--- src/rtl/taxi_meter_pkg.sv ---
package taxi_meter_pkg;

    localparam int DIGIT_W = 4;

    typedef logic [DIGIT_W-1:0] bcd_digit_t;

    // decimal digit number `pos` (0 = least significant) of a non-negative value
    function automatic bcd_digit_t dec_digit(input int value, input int pos);
        int v;
        v = value;
        for (int k = 0; k < pos; k++) begin
            v = v / 10;
        end
        return bcd_digit_t'(v % 10);
    endfunction

    // numeric value of a BCD vector of `ndig` digits
    function automatic int bcd_value(input logic [31:0] bcd, input int ndig);
        int acc;
        acc = 0;
        for (int k = ndig - 1; k >= 0; k--) begin
            acc = acc * 10 + int'(bcd[4*k +: 4]);
        end
        return acc;
    endfunction

endpackage

--- src/rtl/taxi_bcd_counter.sv ---
module taxi_bcd_counter
    import taxi_meter_pkg::*;
#(
    parameter int NDIG = 2
) (
    input  logic                  clk,
    input  logic                  clr,
    input  logic                  inc,
    output logic [4*NDIG-1:0]     value
);

    typedef struct packed {
        logic [4*NDIG-1:0] cnt;
    } cnt_state_t;

    cnt_state_t st_d, st_q;

    always_comb begin
        logic carry;
        st_d  = st_q;
        carry = inc;
        for (int i = 0; i < NDIG; i++) begin
            if (carry) begin
                if (st_q.cnt[4*i +: 4] == 4'd9) begin
                    st_d.cnt[4*i +: 4] = 4'd0;
                end else begin
                    st_d.cnt[4*i +: 4] = st_q.cnt[4*i +: 4] + 4'd1;
                    carry              = 1'b0;
                end
            end
        end
        if (clr) begin
            st_d.cnt = '0;
        end
    end

    always_ff @(posedge clk) begin
        st_q <= st_d;
    end

    assign value = st_q.cnt;

    for (genvar g = 0; g < NDIG; g++) begin : g_digit_chk
        AST_COUNT_DIGIT_BCD: assert property (@(posedge clk) disable iff (clr)
            $past(!clr) |-> (st_q.cnt[4*g +: 4] <= 4'd9)) else $error("counter digit not BCD");
    end

endmodule

--- src/rtl/taxi_wheel_divider.sv ---
module taxi_wheel_divider
    import taxi_meter_pkg::*;
#(
    parameter int PULSES_PER_KM = 10
) (
    input  logic clk,
    input  logic clr,
    input  logic pulse_en,
    output logic km_step
);

    localparam int SUB_W = (PULSES_PER_KM > 1) ? $clog2(PULSES_PER_KM) : 1;
    localparam logic [SUB_W-1:0] LAST_SLICE = SUB_W'(PULSES_PER_KM - 1);

    typedef struct packed {
        logic [SUB_W-1:0] slices;
    } div_state_t;

    div_state_t st_d, st_q;

    assign km_step = pulse_en && (st_q.slices == LAST_SLICE);

    always_comb begin
        st_d = st_q;
        if (pulse_en) begin
            if (st_q.slices == LAST_SLICE) begin
                st_d.slices = '0;
            end else begin
                st_d.slices = st_q.slices + SUB_W'(1);
            end
        end
        if (clr) begin
            st_d.slices = '0;
        end
    end

    always_ff @(posedge clk) begin
        st_q <= st_d;
    end

    AST_SLICE_IN_RANGE: assert property (@(posedge clk) disable iff (clr)
        $past(!clr) |-> (st_q.slices <= LAST_SLICE)) else $error("slice count out of range");

    AST_SLICE_HELD_IDLE: assert property (@(posedge clk) disable iff (clr)
        !pulse_en |=> $stable(st_q.slices)) else $error("slice count moved without pulse");

endmodule

--- src/rtl/taxi_rate_select.sv ---
module taxi_rate_select
    import taxi_meter_pkg::*;
#(
    parameter int NDIG     = 2,
    parameter int FREE_KM  = 2,
    parameter int FREE_MIN = 2
) (
    input  logic              run,
    input  logic              stop,
    input  logic [4*NDIG-1:0] km_value,
    input  logic [4*NDIG-1:0] min_value,
    input  logic              km_step,
    input  logic              min_step,
    output logic              en_dist,
    output logic              en_wait,
    output logic              add_dist,
    output logic              add_wait
);

    logic km_over;
    logic min_over;

    always_comb begin
        km_over  = bcd_value(32'(km_value), NDIG) > FREE_KM;
        min_over = bcd_value(32'(min_value), NDIG) > FREE_MIN;
        en_dist  = run && !stop && km_over;
        en_wait  = run && stop && min_over;
        // distance pricing has priority over waiting pricing
        add_dist = en_dist && km_step;
        add_wait = en_wait && min_step && !add_dist;
    end

endmodule

--- src/rtl/taxi_fare_accum.sv ---
module taxi_fare_accum
    import taxi_meter_pkg::*;
#(
    parameter int NDIG      = 4,
    parameter int START_FEE = 50,
    parameter int RATE_A    = 14,
    parameter int RATE_B    = 13
) (
    input  logic              clk,
    input  logic              clr,
    input  logic              add_a,
    input  logic              add_b,
    output logic [4*NDIG-1:0] fare
);

    typedef struct packed {
        logic [4*NDIG-1:0] fare;
    } fare_state_t;

    fare_state_t st_d, st_q;

    logic [NDIG:0]      carry;
    logic [4*NDIG-1:0]  start_vec;
    logic [4*NDIG-1:0]  sum_vec;
    bcd_digit_t         addend  [NDIG];
    logic [4:0]         sum_raw [NDIG];

    assign carry[0] = 1'b0;

    for (genvar g = 0; g < NDIG; g++) begin : g_digit
        localparam bcd_digit_t A_DIG = dec_digit(RATE_A, g);
        localparam bcd_digit_t B_DIG = dec_digit(RATE_B, g);
        localparam bcd_digit_t S_DIG = dec_digit(START_FEE, g);

        assign addend[g]  = add_a ? A_DIG : (add_b ? B_DIG : 4'd0);
        assign sum_raw[g] = {1'b0, st_q.fare[4*g +: 4]} + {1'b0, addend[g]} + {4'b0, carry[g]};
        assign carry[g+1] = (sum_raw[g] > 5'd9);
        assign sum_vec[4*g +: 4]   = carry[g+1] ? 4'(sum_raw[g] - 5'd10) : sum_raw[g][3:0];
        assign start_vec[4*g +: 4] = S_DIG;
    end

    always_comb begin
        st_d = st_q;
        if (clr) begin
            st_d.fare = start_vec;
        end else if (add_a || add_b) begin
            st_d.fare = carry[NDIG] ? {NDIG{4'd9}} : sum_vec;
        end
    end

    always_ff @(posedge clk) begin
        st_q <= st_d;
    end

    assign fare = st_q.fare;

    AST_FARE_MONOTONIC: assert property (@(posedge clk) disable iff (clr)
        !clr |=> (st_q.fare >= $past(st_q.fare))) else $error("fare decreased");

    AST_FARE_IDLE_STEADY: assert property (@(posedge clk) disable iff (clr)
        (!add_a && !add_b) |=> $stable(st_q.fare)) else $error("fare moved without charge");

    AST_FARE_SATURATED_HOLDS: assert property (@(posedge clk) disable iff (clr)
        (st_q.fare == {NDIG{4'd9}}) |=> (st_q.fare == {NDIG{4'd9}})) else $error("saturated fare left limit");

endmodule

--- src/rtl/taxi_meter.sv ---
module taxi_meter
    import taxi_meter_pkg::*;
#(
    parameter int FARE_DIGITS   = 4,
    parameter int COUNT_DIGITS  = 2,
    parameter int PULSES_PER_KM = 10,
    parameter int START_FEE     = 50,
    parameter int KM_RATE       = 14,
    parameter int MIN_RATE      = 13,
    parameter int FREE_KM       = 2,
    parameter int FREE_MIN      = 2
) (
    input  logic                       clk,
    input  logic                       start,
    input  logic                       stop,
    input  logic                       wheel_pulse,
    input  logic                       minute_tick,
    output logic [4*FARE_DIGITS-1:0]   fare_bcd,
    output logic [4*COUNT_DIGITS-1:0]  km_bcd,
    output logic [4*COUNT_DIGITS-1:0]  min_bcd,
    output logic                       en_dist,
    output logic                       en_wait
);

    logic clr;
    logic drive_pulse;
    logic wait_tick;
    logic km_step;
    logic add_dist;
    logic add_wait;

    assign clr         = !start;
    assign drive_pulse = start && !stop && wheel_pulse;
    assign wait_tick   = start && stop && minute_tick;

    taxi_wheel_divider #(
        .PULSES_PER_KM (PULSES_PER_KM)
    ) i_divider (
        .clk      (clk),
        .clr      (clr),
        .pulse_en (drive_pulse),
        .km_step  (km_step)
    );

    taxi_bcd_counter #(
        .NDIG (COUNT_DIGITS)
    ) i_km_count (
        .clk   (clk),
        .clr   (clr),
        .inc   (km_step),
        .value (km_bcd)
    );

    taxi_bcd_counter #(
        .NDIG (COUNT_DIGITS)
    ) i_min_count (
        .clk   (clk),
        .clr   (clr),
        .inc   (wait_tick),
        .value (min_bcd)
    );

    taxi_rate_select #(
        .NDIG     (COUNT_DIGITS),
        .FREE_KM  (FREE_KM),
        .FREE_MIN (FREE_MIN)
    ) i_rate_sel (
        .run       (start),
        .stop      (stop),
        .km_value  (km_bcd),
        .min_value (min_bcd),
        .km_step   (km_step),
        .min_step  (wait_tick),
        .en_dist   (en_dist),
        .en_wait   (en_wait),
        .add_dist  (add_dist),
        .add_wait  (add_wait)
    );

    taxi_fare_accum #(
        .NDIG      (FARE_DIGITS),
        .START_FEE (START_FEE),
        .RATE_A    (KM_RATE),
        .RATE_B    (MIN_RATE)
    ) i_fare (
        .clk   (clk),
        .clr   (clr),
        .add_a (add_dist),
        .add_b (add_wait),
        .fare  (fare_bcd)
    );

    AST_SINGLE_RATE_SOURCE: assert property (@(posedge clk) disable iff (!start)
        !(en_dist && en_wait)) else $error("both tariffs armed");

    AST_KM_HELD_WHILE_WAITING: assert property (@(posedge clk) disable iff (!start)
        stop |=> $stable(km_bcd)) else $error("distance moved while waiting");

    AST_MINUTE_ADVANCES: assert property (@(posedge clk) disable iff (!start)
        (stop && minute_tick) |=> !$stable(min_bcd)) else $error("minute tick lost");

    AST_NO_WAIT_WHILE_DRIVING: assert property (@(posedge clk) disable iff (!start)
        !stop |=> $stable(min_bcd)) else $error("waiting time moved while driving");

endmodule

--- config.mk ---
export PLATFORM = sky130hd
export DESIGN_NAME = taxi_meter
export DESIGN_NICKNAME = d
export VERILOG_FILES = /design/src/rtl/taxi_meter_pkg.sv /design/src/rtl/taxi_bcd_counter.sv /design/src/rtl/taxi_wheel_divider.sv /design/src/rtl/taxi_rate_select.sv /design/src/rtl/taxi_fare_accum.sv /design/src/rtl/taxi_meter.sv
export SDC_FILE = /design/constraint.sdc
export NUM_CORES = 1
export LEC_CHECK = 0
export BUFFER_PORTS_ARGS = -buffer_cell sky130_fd_sc_hd__buf_2
export CORE_MARGIN = 2
export CORE_UTILIZATION = 58
export DETAILED_ROUTE_END_ITERATION = 10
export MAX_ROUTING_LAYER = met4
export PLACE_DENSITY = 0.84
export SLEW_MARGIN = 5
export SYNTH_ARGS = -nofsm -noshare
export SYNTH_HDL_FRONTEND = slang
export SYNTH_SLANG_ARGS = --single-unit
--- constraint.sdc ---
create_clock -name clk -period 9.71 [get_ports clk]
set_input_delay 0.971 -clock clk [delete_from_list [all_inputs] [get_ports clk]]
set_output_delay 0.971 -clock clk [all_outputs]
set_load 0.01 [all_outputs]
==> results.md, run 1 <==
- Psw: 63.4 uW
- Post-DP HPWL: 4200 um
- Number of diodes: 0
- P_int: roughly 230 uW
- Combinational Power Share: 0.032
- Met2 wire length: around 2700 um
- Critical R2R Capture: i_fare.fare[11]
- Worst Setup Start Kind: register
- Top routing layer in use: met4
- Post-CTS Hold Fix Bufs: 0
- Static Leak: ~0.0014 uW
- Max-slew violations: 0
- Measured slew at the worst slew-check pin: 0.533 ns
- Slowest CP cell: fa_1
- Reg2Reg Setup Slack: approximately 0.75 ns
- DP Area: 2880 um^2
- Largest net degree at the start of global routing: 32
- CTS clk-pin slew, worst paths: 0.08 ns
- Total clock sinks: 36
- Max stage delay on crit path: between 0.4 and 0.5 ns
- Core area: ~4400 um^2
- Max clock buf depth: 2
- Syn_area_per_cell: slightly below 9 um^2
- Worst Skew: roughly 0.0073 ns
- Yosys top cell area share: 0.269
- Mapped Area: around 2700 um^2
- Setup TNS: 0 ns
- Switching part of the total: 0.217
- Max Cap Viol: 0
- RSZ-0062 raised after global routing: false
- Async S/R FF share, synth: 0
- All-Layer GR Usage: 0.246
- Nets: approximately 390
- Tcrit/Tclk final: 0.923
- Tmin final: 8.96 ns
- Via Count: between 2k and 2.5k
- Count of different cell masters after synthesis: 63
- Vias per Instance: 5.96
- Vias in the first global route: roughly 2.3k
- Hold path start: i_fare.fare[9]
- Layout cell share with drive strength beyond 1: 0.170
- Synth Warn #: 0
- Layout area overhead: 12.1%
- Yosys top cell by area: dfxtp_1
- Top delay family on crit path: adder cells
- H-tree depth: 2
- Fmax: 112 MHz
- Most Frequent Cell on Critical Path: ha_1
- DRC viols: 0
- Worst EP arrival: around 9 ns
- Cells after Synth: between 300 and 400
- Worst Setup End Kind: register
- CP Depth: 36
- Status: complete, no violations
- Initial antenna violation count: 0
- Seq cells post-synth: 36
- Hold EP: i_fare.fare[9]
- Metal-1 WL: approximately 2700 um
- Drt first pass iters: 4
- Max transition margin: 0.642
- First-pass GRT wire length: between 9000 and 10000 um
- CP Buf/Inv Count: 4
- Kind of critical path: register to register
- Initial drt markers: roughly 180
- WHS: roughly 0.53 ns
- Num ports: 39
- Mapped Nets: ~350
- CTS tree: done
- Synth top area cells: dfxtp_1 (27%), ha_1 (14%), fa_1 (4.5%)
- Maximum VDD drop: between 0.00007 and 0.00008 V
- Worst R2R Start: i_min_count.value[5]
- Worst reg2reg path depth: 36
- PD cells: between 90 and 100 nW/um^2
- # setup viols final: 0
- Worst path required time: between 9 and 10 ns
- Final WL: between 5000 and 6000 um
- Length of routed met3 wiring: 235 um
- Initial core utilization: 0.607
- Clock Latency Late Sink: 0.29 ns
- EDFF count, synth: 0
- Clock power frac: 0.455
- Post-route cell area: 3000 um^2
- Die width: approximately 70 um
- Flop pwr share: 0.513
- Routed WL per cell: ~14 um
- Postcts setup bufs: 0
- Top FF cell, synth: dfxtp_1
- Total Power: 292 uW
- Total congestion overflow: 0
- Root Driver: clkbuf_8
- DIE HEIGHT: 72.0 um
- Detail Route Antenna Nets: 0
- Row count: 24
- Max Fanout on Critical Path: 10
- Hold Path Cell Cnt: 2
- Sequential share of the synthesized area: 0.269
- Port Buffers: 38
- Endpoints failing hold: 0
- Min-Delay Path Class: register to register
- Die Area: 5180 um^2
- TritonCTS buffer count: 5
- GP Congestion: 0.911
## worst reg2reg max path, delay by kind of cell, from the launching register on
family	cells	cell delay, ns
simple gates	5	0.88
fa+ha+maj	13	3.90
compound gates	13	2.89
xor+xnor	1	0.23
flops	1	0.46
buf+inv	4	0.46
## kinds of logic after synthesis
logic type	after synthesis	synth area share
AOI/OAI and AO/OA	74	0.199
xor gates and xnor gates	16	0.0523
adders and majority gates	35	0.180
and+or+nand+nor	110	0.223
DFF	36	0.269
muxes	4	0.0149
buffers and inverters	34	0.0612
## per-layer routing
layer  up-vias  track usage
met5         -            -
met4         0       0.0839
met3        12       0.0472
met2        56        0.407
met1      1126        0.302
li1       1190            -
## worst max path at each step
| stage | startpoint | endpoint | slack, ns |
|---|---|---|---|
| 2_1_floorplan | i_min_count.value[5] | i_fare.fare[2] | 1.32 |
| 4_1_cts | i_min_count.value[5] | i_fare.fare[2] | 0.50 |
| 3_3_place_gp | i_min_count.value[5] | i_fare.fare[2] | 1.00 |
| 3_5_place_dp | i_min_count.value[5] | i_fare.fare[11] | 0.52 |
| 6_report | i_min_count.value[5] | i_fare.fare[11] | 0.75 |
| 5_1_grt | i_min_count.value[5] | i_fare.fare[5] | 0.04 |
## stage by stage
step,util,worst slack (ns),cells
after global routing,0.680,0.0361,400
after floorplan,-,1.32,309
final,0.680,0.752,400
after CTS,0.676,0.499,400
after detailed placement,0.651,0.524,392
after global placement,0.651,1.00,392
## flip-flops by register name, indices dropped and copies added, names as in the netlist
register	count
i_fare.fare	16
i_km_count.value	8
i_min_count.value	8
i_divider.st_q	4
## synth_stat cells, types with 5 or more instances
master and count:
dfxtp_1 36, fa_1 6, nor2b_1 11, nand2_1 13, o21ai_0 17, a31oi_1 5, nand3_1 10, nor2_1 27
nand2b_1 6, inv_1 25, a21oi_1 12, xnor2_1 13, ha_1 29, nor3_1 11
## cell type report
class | count | area (um^2)
clock buffers | 6 | 72.6
well taps | 52 | 65.1
inverters | 26 | 97.6
fillers | 353 | 1410
multi-input cells | 239 | 1810
flip-flops and latches | 36 | 721
clock inverters | 2 | 35.0
repair buffers | 39 | 198
## placed cells by master (no fill, tap or decap), types with 3 or more instances in the layout
cell | netlist | routed
buf_2 | 1 | 38
dfxtp_1 | 36 | 36
ha_1 | 29 | 29
nor2_1 | 27 | 27
inv_1 | 25 | 25
o21ai_0 | 17 | 17
nand2_1 | 13 | 13
xnor2_1 | 13 | 12
a21oi_1 | 12 | 12
nor3_1 | 11 | 11
nor2b_1 | 11 | 11
nand3_1 | 10 | 10
nand2b_1 | 6 | 6
fa_1 | 6 | 6
a31oi_1 | 5 | 5
clkbuf_8 | 0 | 5
nor3b_1 | 4 | 4
mux2i_1 | 4 | 4
and2_1 | 4 | 4
nor4b_1 | 3 | 3
and3_1 | 3 | 3
o311a_1 | 3 | 3
a21boi_0 | 3 | 3
o22ai_1 | 3 | 3
nand4_1 | 3 | 3
or3_1 | 3 | 3
## repair_timing
action | 4_1_cts | 5_1_grt
endpoints found under the setup margin | 0 | 13
resized for setup | 0 | 3
hold endpoints to repair | 0 | 0
## power by group through the flow
| stage | logic [uW] | registers, uW | clock network (uW) |
|---|---|---|---|
| final | 9.41 | 150 | 133 |
| after global placement | 9.01 | 153 | 0 |
| after detailed placement | 9.25 | 153 | 0 |
| after global routing | 10.4 | 150 | 139 |
| after CTS | 9.24 | 150 | 135 |
| after floorplan | 5.82 | 153 | 0 |
No activity file was read; power rests on OpenSTA's default activity.
==> inputs of run 2 (changes only) <==
--- a/config.mk
+++ b/config.mk
@@ -7,10 +7,10 @@
 export LEC_CHECK = 0
 export BUFFER_PORTS_ARGS = -buffer_cell sky130_fd_sc_hd__buf_2
 export CORE_MARGIN = 2
-export CORE_UTILIZATION = 58
+export CORE_UTILIZATION = 38
 export DETAILED_ROUTE_END_ITERATION = 10
 export MAX_ROUTING_LAYER = met4
-export PLACE_DENSITY = 0.84
+export PLACE_DENSITY = 0.6
 export SLEW_MARGIN = 5
 export SYNTH_ARGS = -nofsm -noshare
 export SYNTH_HDL_FRONTEND = slang
==> constraint.sdc (replaced) <==
create_clock -name clk -period 11.4 [get_ports clk]
set_input_delay 1.14 -clock clk [delete_from_list [all_inputs] [get_ports clk]]
set_output_delay 1.14 -clock clk [all_outputs]
set_load 0.01 [all_outputs]
==> run 2 against run 1 <==
  * Count of clock-buffer cells in the layout rose by 2
  * Via count fell by 3.4%
  * Critical path depth did not move
  * Combinational power decreased by 17%
==> results.md, run 2 (same netlist as run 1, synthesis figures left out) <==
- Total Power: 232 uW (-21%)
- Maximum VDD drop: 0.0000352 V (-53%)
- First-pass GRT wire length: 9960 um (-0.28%)
- CP Buf/Inv Count: 4 (unchanged)
- Hold path start: i_divider.st_q[3]
- Worst Setup End Kind: register
- Worst path required time: 11.61 ns (+1.73 ns)
- Core area: 6790 um^2 (+54%)
- Min-Delay Path Class: register to register
- Row count: 30 (+25%)
- Number of flip-flops in the largest register: 16 (unchanged)
- FILL cells: 661 (+87%)
- Core Util, Final: 0.445 (-0.236)
- Tmin final: 9.55 ns (+0.594 ns)
- Critical path launch point: i_min_count.value[5]
- Die width: 88.0 um (+22%)
- Setup crit end: i_fare.fare[11]
- Initial core utilization: 0.394 (-0.213)
- Nets: 387 (unchanged)
- Top delay family on crit path: adder cells
- Post-CTS resize count: 0 (unchanged)
- CTS clk-pin slew, worst paths: 0.07 ns (about the same)
- PD cells: 76.7 nW/um^2 (-21%)
- Post-CTS Hold Fix Bufs: 0 (unchanged)
- Worst EP arrival: 9.77 ns (+0.65 ns)
- Initial antenna violation count: 0 (unchanged)
- Status: complete, no violations
- Critical R2R Capture: i_fare.fare[11]
- Drt first pass iters: 4 (unchanged)
- CP Depth: 36 (unchanged)
- Post-DP HPWL: 4320 um (+2.8%)
- Worst reg2reg path depth: 36 (unchanged)
- Commonest cells after routing, fill and taps aside: buf_2 (38), dfxtp_1 (36), ha_1 (29)
- Worst R2R Start: i_min_count.value[5]
- Most common cell after layout, fill and taps aside: buf_2
- H-tree depth: 2 (unchanged)
- Port Buffers: 38 (unchanged)
- Setup TNS: 0 ns (unchanged)
- Layout cell share with drive strength beyond 1: 0.158 (-0.0115)
- Endpoints failing hold: 0 (unchanged)
- RSZ-0062 raised after global routing: false
- All-Layer GR Usage: 0.166 (-0.0798)
- Kind of critical path: register to register
- DRC viols: 0 (unchanged)
- Max-slew violations: 0 (unchanged)
- Postcts setup bufs: 0 (unchanged)
- Clock Latency Late Sink: 0.29 ns (about the same)
- Tcrit/Tclk final: 0.838 (-0.0846)
- Via Count: 2303 (-3.4%)
- Total clock sinks: 36 (unchanged)
- Post-route insts no fill: 444 (+11%)
- Cells after DPL: 436 (+11%)
- Static Leak: 0.00133 uW (-1.5%)
- Max clock buf depth: 2 (unchanged)
- Layout area overhead: 12.8%
- Largest net degree at the start of global routing: 32 (unchanged)
- DIE HEIGHT: 88.0 um (+22%)
- Slowest CP cell: a211oi_1
- Routed WL per cell: 13.2 um (-7.3%)
- Num ports: 39 (unchanged)
- Worst Skew: 0.00509 ns (-0.00221 ns)
- GP Congestion: 0.886 (-2.8%)
- Most Frequent Cell on Critical Path: ha_1
- Die Area: 7740 um^2 (+49%)
- Vias in the first global route: 2145 (-8.1%)
- CTS tree: done
- Detail Route Antenna Nets: 0 (unchanged)
- Final WL: 5880 um (+2.9%)
- Total congestion overflow: 0 (unchanged)
- Max stage delay on crit path: 0.71 ns (+0.22 ns)
- Worst Setup Start Kind: register
- Measured slew at the worst slew-check pin: 0.827 ns (+0.295 ns)
- # setup viols final: 0 (unchanged)
- Max Fanout on Critical Path: 8 (-2)
- Max transition margin: 0.445 (-0.196)
- Vias per Instance: 5.19 (-13%)
- Max Cap Viol: 0 (unchanged)
- Reg2Reg Setup Slack: 1.85 ns (+1.10 ns)
- TritonCTS buffer count: 5 (unchanged)
- Root Driver: clkbuf_8
- Fmax: 105 MHz (-6.2%)
- Number of diodes: 0 (unchanged)
- Initial drt markers: 90 (-50%)
run 2: how the worst min path moves through the flow:
stage / end / slack (ns) / cells past startpoint
finish: i_divider.st_q[3] / 0.50 / 2
floorplan: i_divider.st_q[3] / 0.46 / 2
CTS: i_divider.st_q[3] / 0.51 / 2
global route: i_divider.st_q[3] / 0.53 / 2
detailed placement: i_divider.st_q[3] / 0.49 / 2
global placement: i_divider.st_q[3] / 0.49 / 2
run 2: per-stage QoR:
| step | worst slack [ns] | hold WS, ns | cell area (um^2) |
|---|---|---|---|
| after global placement | 2.44 | 0.487 | 2930 |
| after global routing | 1.13 | 0.529 | 3020 |
| after detailed placement | 1.90 | 0.494 | 2930 |
| after CTS | 1.85 | 0.508 | 3020 |
| after floorplan | 3.01 | 0.464 | 2680 |
| final | 1.85 | 0.499 | 3020 |
run 2: worst reg2reg max path, delay by kind of cell, from the launching register on:
family / cells / cell delay [ns]
adder cells (fa/ha/maj): 13 / 3.69
buffers and inverters: 4 / 0.59
flip-flops: 1 / 0.45
AO/OA/AOI/OAI: 13 / 3.30
XOR/XNOR: 2 / 0.65
AND/OR/NAND/NOR: 4 / 0.79
run 2: cell type report:
cell class	instances	area [um^2]	area share
Multi-Input combinational cell	239	1790	0.594
Clock buffer	8	90.1	0.0298
Inverter	26	97.6	0.0323
Timing Repair Buffer	39	198	0.0655
Sequential cell	36	721	0.239
Tap cell	96	120	0.0398
run 2: report_power, final:
group	internal [uW]	switching [uW]
clock	49.4	46.8
combinational	3.00	4.82
sequential	127	0.974
total	179	52.6
run 2: routing by layer:
metal,global-route usage,vias to the layer above,wire (um)
met3,0.0330,7,217
met1,0.230,1064,3010
met5,-,-,0
met4,0.0420,0,73
li1,-,1190,-
met2,0.249,42,2570
==> inputs of run 3 (changes only) <==
==> constraint.sdc (replaced) <==
create_clock -name clk -period 9.4 [get_ports clk]
set_input_delay 0.94 -clock clk [delete_from_list [all_inputs] [get_ports clk]]
set_output_delay 0.94 -clock clk [all_outputs]
set_load 0.01 [all_outputs]
==> run 3 against run 2 <==
  * Cell count up 0.45%
  * Setup slack worse by 1.2 ns
  * Via count decreased by 0.35%
  * Critical path type unchanged
  * Largest cell class unchanged
  * Sequential share of layout area decreased by 0.28 points
  * Sequential power up 21%
  * Clock skew hardly changed
==> results.md, run 3 (same netlist as run 1, synthesis figures left out) <==
- Min-Delay Path Class: register to register
- Measured slew at the worst slew-check pin: 0.563 ns (-0.264 ns)
- Row count: 30 (unchanged)
- First-pass GRT wire length: 9800 um (-1.6%)
- Worst Setup End Kind: register
- Switching part of the total: 0.226 (-0.00136)
- Nets: 389 (+0.52%)
- DRC viols: 0 (unchanged)
- Core area: 6790 um^2 (unchanged)
- Clock power frac: 0.413 (-0.002)
- Total clock sinks: 36 (unchanged)
- Final WL: 5780 um (-1.7%)
- Combinational Power Share: 0.036 (+0.002)
- DP Area: 2950 um^2 (+0.51%)
- Commonest cells after routing, fill and taps aside: buf_2 (38), dfxtp_1 (36), ha_1 (29)
- Most Frequent Cell on Critical Path: ha_1
- Root Driver: clkbuf_8
- Flop pwr share: 0.551 (about the same)
- Num ports: 39 (unchanged)
- Number of diodes: 0 (unchanged)
- Tmin final: 8.75 ns (-0.807 ns)
- # setup viols final: 0 (unchanged)
- Initial drt markers: 83 (-7.8%)
- Status: complete, no violations
- DIE HEIGHT: 88.0 um (unchanged)
- Initial antenna violation count: 0 (unchanged)
- Number of flip-flops in the largest register: 16 (unchanged)
- Max Cap Viol: 0 (unchanged)
- Port Buffers: 38 (unchanged)
- Routed WL per cell: 13.0 um (-2.1%)
- CTS clk-pin slew, worst paths: 0.07 ns (about the same)
- Worst Skew: 0.00533 ns (+0.000243 ns)
- Maximum VDD drop: 0.0000495 V (+40%)
- Die Area: 7740 um^2 (unchanged)
- Largest net degree at the start of global routing: 27 (-16%)
- CTS tree: done
- Total congestion overflow: 0 (unchanged)
- Vias per Instance: 5.15 (-0.79%)
- Tcrit/Tclk final: 0.930 (+0.0925)
- Max transition margin: 0.624 (+0.179)
- Max stage delay on crit path: 0.46 ns (-0.25 ns)
- Post-route cell area: 3060 um^2 (+1.2%)
- Psw: 63.4 uW (+20%)
- Static Leak: 0.00137 uW (+2.8%)
- Via Count: 2295 (-0.35%)
- Max-slew violations: 0 (unchanged)
- Endpoints failing hold: 0 (unchanged)
- Setup TNS: 0 ns (unchanged)
- Worst EP arrival: 8.93 ns (-0.84 ns)
- Met2 usage: 0.249 (+0.000689)
- Detail Route Antenna Nets: 0 (unchanged)
- GRT Max-Usage Layer: met2
- Postcts setup bufs: 0 (unchanged)
- Post-CTS resize count: 0 (unchanged)
- Worst path required time: 9.58 ns (-2.03 ns)
- Kind of critical path: register to register
- Max clock buf depth: 2 (unchanged)
- P_int: 217 uW (+21%)
- FILL cells: 699 (+5.7%)
- Post-CTS Hold Fix Bufs: 0 (unchanged)
- GRT met1 Usage: 0.222 (-0.00769)
- All-Layer GR Usage: 0.165 (-0.00178)
- Initial core utilization: 0.394 (unchanged)
- Slowest CP cell: dfxtp_1
- Clock Latency Late Sink: 0.29 ns (about the same)
- TritonCTS buffer count: 5 (unchanged)
- Die width: 88.0 um (unchanged)
- GP Congestion: 0.858 (-3.1%)
- Post-DP HPWL: 4240 um (-1.9%)
- Layout area overhead: 14.1%
- Met3 Usage GRT: 0.0396 (+0.00660)
- Fmax: 114 MHz (+9.2%)
- Vias in the first global route: 2083 (-2.9%)
- Layout cell share with drive strength beyond 1: 0.171 (+0.0134)
- PD cells: 91.9 nW/um^2 (+20%)
- RSZ-0062 raised after global routing: false
- Drt first pass iters: 4 (unchanged)
- Most common cell after layout, fill and taps aside: buf_2
- H-tree depth: 2 (unchanged)
- Worst Setup Start Kind: register
- Max Fanout on Critical Path: 8 (unchanged)
[run 3: cell count changes in the layout (fill, tap and decap cells not counted), sizes merged]
cell,change
buf,+2
[run 3: power groups by stage]
stage               Clock, uW  Sequential (uW)  Combinational (uW)
floorplan                   0              158                6.02
global placement            0              158                9.95
detailed placement          0              158                10.1
CTS                       119              155                10.2
global route              127              155                11.2
finish                    116              155                10.0
[run 3: layout make-up]
type / count / area [um^2] / share of cell area
clock buffer: 8 / 90.1 / 0.0295
timing repair buffer: 41 / 213 / 0.0696
tap: 96 / 120 / 0.0393
sequential: 36 / 721 / 0.236
multi-input combinational: 239 / 1820 / 0.594
inverter: 26 / 97.6 / 0.0319
[run 3: worst max-delay path, delay by kind of cell (launching register included)]
family	cells	cell delay (ns)
XOR/XNOR	2	0.48
buffers and inverters	4	0.43
flip-flops	1	0.46
AO/OA/AOI/OAI	12	2.48
adder cells (fa/ha/maj)	13	3.68
AND/OR/NAND/NOR	5	1.14
[run 3: final timing paths]
kind                        start                end  slack [ns]  depth (start not counted)
min reg2reg     i_divider.st_q[3]  i_divider.st_q[3]        0.49                          2
max reg2reg  i_min_count.value[5]     i_fare.fare[8]        0.65                         36
min             i_divider.st_q[3]  i_divider.st_q[3]        0.49                          2
max          i_min_count.value[5]     i_fare.fare[8]        0.65                         36
[run 3: metal layers]
layer	wire [um]	up-vias
li1	-	1188
met1	2960	1064
met2	2550	39
met3	223	4
met4	47	0
met5	0	-
[run 3: per-stage QoR]
stage                util  total power, uW  std cells  worst slack [ns]  hold WS (ns)
floorplan               -              164        309              1.01         0.464
global placement    0.434              168        438             0.784         0.486
detailed placement  0.434              168        438             0.457         0.486
CTS                 0.447              284        446             0.419         0.496
global route        0.450              293        446            0.0493         0.527
finish              0.450              281        446             0.654         0.494
